[config.mk]
export PLATFORM = sky130hd
export DESIGN_NAME = decade_divider
export DESIGN_NICKNAME = d
export VERILOG_FILES = /design/src/rtl/decade_divider.sv
export SDC_FILE = /design/constraint.sdc
export NUM_CORES = 1
export LEC_CHECK = 0
export BUFFER_PORTS_ARGS = -buffer_cell sky130_fd_sc_hd__clkbuf_2
export CAP_MARGIN = 20
export CELL_PAD_IN_SITES_DETAIL_PLACEMENT = 1
export CELL_PAD_IN_SITES_GLOBAL_PLACEMENT = 2
export CORE_MARGIN = 1.5
export CORE_UTILIZATION = 39
export DETAILED_ROUTE_END_ITERATION = 10
export PLACE_DENSITY_LB_ADDON = 0.1
export SYNTH_ARGS = -nofsm -noshare
export SYNTH_HDL_FRONTEND = slang
export SYNTH_SLANG_ARGS = --single-unit
[constraint.sdc]
create_clock -name clk_in -period 2.6 [get_ports clk_in]
set_input_delay 0.52 -clock clk_in [delete_from_list [all_inputs] [get_ports clk_in]]
set_output_delay 0.52 -clock clk_in [all_outputs]
set_load 0.05 [all_outputs]
[src/rtl/decade_divider.sv]
module decade_divider #(
  parameter int HALF = 5
) (
  input  logic clk_in,
  input  logic rst,
  input  logic sel_hi,
  input  logic sel_lo,
  input  logic sel_lo_float,
  output logic div_out
);
  localparam int NST = 6;
  localparam int CW  = (HALF > 1) ? $clog2(HALF) : 1;

  logic [CW-1:0]  cnt [NST];
  logic [NST-1:0] half_q;
  logic [NST-1:0] wrap;
  logic [NST-1:0] en;
  logic [2:0]     tap;

  assign en[0] = 1'b1;

  for (genvar g = 0; g < NST; g++) begin : g_stage
    assign wrap[g] = en[g] && (int'(cnt[g]) == HALF - 1);
    if (g < NST - 1) begin : g_carry
      assign en[g+1] = wrap[g] & half_q[g];
    end

    always_ff @(negedge clk_in or posedge rst) begin
      if (rst) begin
        cnt[g]    <= '0;
        half_q[g] <= 1'b0;
      end else if (wrap[g]) begin
        cnt[g]    <= '0;
        half_q[g] <= ~half_q[g];
      end else if (en[g]) begin
        cnt[g]    <= cnt[g] + 1'b1;
      end
    end

    p_digit_range_r3: assert property (@(negedge clk_in) disable iff (rst)
      int'(cnt[g]) < HALF);

    p_toggle_at_wrap_r3: assert property (@(negedge clk_in) disable iff (rst)
      (half_q[g] != $past(half_q[g])) |-> (int'($past(cnt[g])) == HALF - 1));

    if (g < NST - 1) begin : g_chk
      p_carry_r3: assert property (@(negedge clk_in) disable iff (rst)
        (cnt[g+1] != $past(cnt[g+1])) |->
          ($past(half_q[g]) && int'($past(cnt[g])) == HALF - 1));
    end
  end

  always_comb begin
    if (sel_lo_float) tap = sel_hi ? 3'd5 : 3'd4;
    else begin
      case ({sel_hi, sel_lo})
        2'b00:   tap = 3'd3;
        2'b01:   tap = 3'd2;
        2'b10:   tap = 3'd1;
        default: tap = 3'd0;
      endcase
    end
  end

  always_ff @(negedge clk_in or posedge rst) begin
    if (rst) div_out <= 1'b0;
    else     div_out <= half_q[tap];
  end

  always @(posedge clk_in) begin
    if (rst) p_reset_clear_r2: assert (div_out == 1'b0 && half_q == '0);
  end

  p_out_from_stage_r5: assert property (@(negedge clk_in) disable iff (rst)
    (div_out != $past(div_out)) |-> ($past(half_q) != '0 || $past(div_out)));
endmodule

== After elaboration in Yosys (flattened, before gate mapping) ==
Cells that the tools add are included.
Word-level totals
  flip-flop bits (word level): 25
  logic and storage cells: 66
Cells by class
  $add $sub $neg: 6
  order comparisons: 1
  equal/unequal tests: 8
  muxes and demuxes: 16
  bitwise operators: 11
  reduce and logical (&&, ||, !) cells: 11
Operator list (count)
  3-bit 2-to-1 mux: 12
  3-bit by 1-bit adder with 3-bit output (second input constant): 6
  3-bit == test (second input constant): 6
  2-bit nonzero test: 5
  1-bit inverter: 6
  2-bit one-hot mux with 3 select lines: 1
  1-bit bitwise AND: 5
  1-bit logical AND: 5
  3-bit by 4-bit < comparator with 1-bit output (second input constant): 1
  1-bit binary-select mux with 3-bit select: 1
  2-bit by 1-bit == test with 1-bit output (second input constant): 1
  2-bit == test (second input constant): 1
  2-bit zero test: 1
  1-bit 2-to-1 mux: 2

== Longest topological paths before layout ==
  depth in word-level cells: 12
  mapped depth: 7
  depth with buffers taken out: 6

==> reports/qor.txt <==
Top cells by area, synth: dfrtn_1 (48%), ha_1 (12%), inv_1 (4.9%), o21ai_0 (4.2%), nand2_1 (4.0%)
Synth async-reset ratio: 1.000
FP Rows: 20
Crit-path slowest cell: dfrtn_1
Vias per cell: 4.878
Post-synth top cells: dfrtn_1 (25), inv_1 (17), nand2_1 (14)
Cell family with most CP delay: flip-flops
Gate Count Post-Synth: 128
Crit-path cells: buf_8
Sequential area share after synthesis: 0.4794
Clk pin slew, worst setup/hold paths: 100 ps
Bufs and invs on worst path: 1
Mapped cell area: 0.001305 mm^2
Largest area contributor in the netlist: dfrtn_1
Number of I/O pins: 6
Antenna violations before repair: 0
H-tree level count: 1
Syn. warnings: 0
Place WS: -144.9 ps
Top_reg_cell synth: dfrtn_1
Via count: 883
Vias in the first global route: 919
Slew @ Worst Pin: 322.9 ps
Clock Path Buffers: 2
Share of cells above drive strength 1: 0.1387
Largest family of logic cells by synthesized area: simple AND/OR/NAND/NOR gates
Die W: 60.85 um
Synth Area in Adders: 0.1151
Endpoints failing setup: 1
Gr usage total: 0.1497
Total CTS buffers: 3
Max-cap violations: 0
Failing checks: negative setup slack
Yosys cell types: 28
Required @ worst endpoint: 2080 ps
ANT nets after route: 0
DR WL/cell: 12.91 um
Initial DRC count: 41
XOR/XNOR share of the synthesized area: 0.04027
CTS tree: built
Syn avg cell area: 10.20 um^2
Design Power: 0.0005972 W
Static Leak: 0.6813 nW
Initial Utilization: 0.4172
Mux share of post-synthesis cell area: 0.07670
Global-route wire length before repair: 4.064 mm
Post-synth EDFFs: 0
HP Class: reg -> reg
RD Place Congestion: 0.6631
Unrepaired setup endpoints after global routing: yes
Detailed Routing Iterations Pass 1: 2
Synth Area in Compound Gates: 0.07958
Largest net degree at the start of global routing: 26
Post-Route Utilization: 0.4564
Slowest stage delay, CP: 450 ps
Post-CTS Setup Inserts: 0
Synth Register Bits: 25
Root Buffer: clkbuf_4
Final count of hold timing violations: 0
Post-synth top area share: 0.4794
Nets: 155
Skew-Pair Late Insertion Delay: 310 ps
Die Area: 0.003702 mm^2
Worst setup EP type: output pin
Crit path max fanout: 1
Peak VDD IR: 0.0002371 V
Most frequent cell after synthesis: dfrtn_1
Drt total wl: 2.337 mm
Post-DP HPWL: 1.792 mm
Final slew viol count: 0
Total grt overflow: 0
# DRC: 0
PortBufs: 5
Clock Skew: 8.123 ps
Status: finished with violations
Syn_nets: 145
Power density over cell area: 418.3 mW/mm^2
CP startpoint kind: flip-flop
Synthesized-area fraction occupied by and/or/nand/nor cells: 0.1534
P&R area growth vs syn: 9.396%
Slew HR: 0.7831
Num Clock Sinks: 25
WS Path Type: reg -> out
Die Y: 60.85 um
Critical Path AT: 2210 ps
ANT cells: 0
Worst Slack Setup Final: -133.4 ps
Core area: 0.003128 mm^2
where the power goes:
group / total [W] / switching, W / internal [W]
clock: 0.000181 / 0.000123 / 0.0000588
sequential: 0.000393 / 0.000000705 / 0.000392
combinational: 0.0000230 / 0.0000141 / 0.00000887
repair_timing:
| action | CTS | global route |
|---|---|---|
| endpoints found under the setup margin | 1 | 1 |
| gates resized for setup | 2 | 1 |
| hold buffers | 0 | 0 |
routing by layer:
metal  up-vias  GRT usage  routed length, um
met4         0    0.04658                 25
met3         2    0.03838                 70
met2         9     0.2504               1102
met5         -          0                  0
met1       431     0.1902               1138
li1        441          -                  -
worst paths after layout:
path                                         from               endpoint  slack, ps  cells past startpoint
worst max-delay path            div_out$_DFF_NP0_                div_out       -130                      1
worst min-delay path            cnt[15]$_DFF_NP0_      cnt[15]$_DFF_NP0_        400                      1
worst max register to register  cnt[15]$_DFF_NP0_     cnt[0]$_DFFE_NP0P_        380                      6
worst min register to register  cnt[15]$_DFF_NP0_      cnt[15]$_DFF_NP0_        400                      1
max in group asynchronous                     rst  half_q[3]$_DFFE_NP0N_        920                      3
min in group asynchronous                     rst     cnt[5]$_DFFE_NP0P_       1400                      3
flip-flops by register name (all words and copies together), names as in the netlist:
| name | count |
|---|---|
| half_q | 6 |
| cnt | 18 |
| div_out | 1 |
final cells by class:
cell class	count	area, um^2
clock buffer	3	22.52
clock inverter	1	7.507
fill	371	1700
inverter	17	63.81
multi-input combinational	84	603.1
sequential	25	625.6
tap	44	55.05
timing repair buffer	7	50.05
metrics by stage:
stage | hold WS (ps) | TNS, ps | cells | cell area, um^2
after floorplan | 363.8 | 0 | 128 | 1301
after global placement | 387.4 | -122.2 | 177 | 1388
after detailed placement | 400.7 | -144.9 | 177 | 1388
after CTS | 403.9 | -139.9 | 181 | 1426
after global routing | 430.5 | -182.5 | 181 | 1428
final | 398.9 | -133.4 | 181 | 1428
cells in the final DEF (no fill, tap or decap), drive strengths merged, types with 3 or more instances in the layout:
master / n
dfrtn: 25
inv: 17
nand2: 14
ha: 12
o21ai: 11
nor2: 11
clkbuf: 7
mux2: 5
o31ai: 4
nand3: 3
xnor2: 3
xor2: 3
nand4: 3
buf: 3
logic make-up after synthesis:
| family | after synthesis |
|---|---|
| AOI/OAI and AO/OA | 18 |
| adders and majority gates | 12 |
| xor gates and xnor gates | 6 |
| buffers and inverters | 19 |
| muxes | 7 |
| DFF | 25 |
| and+or+nand+nor | 41 |
Note: power is estimated with default switching activity, not from simulation.
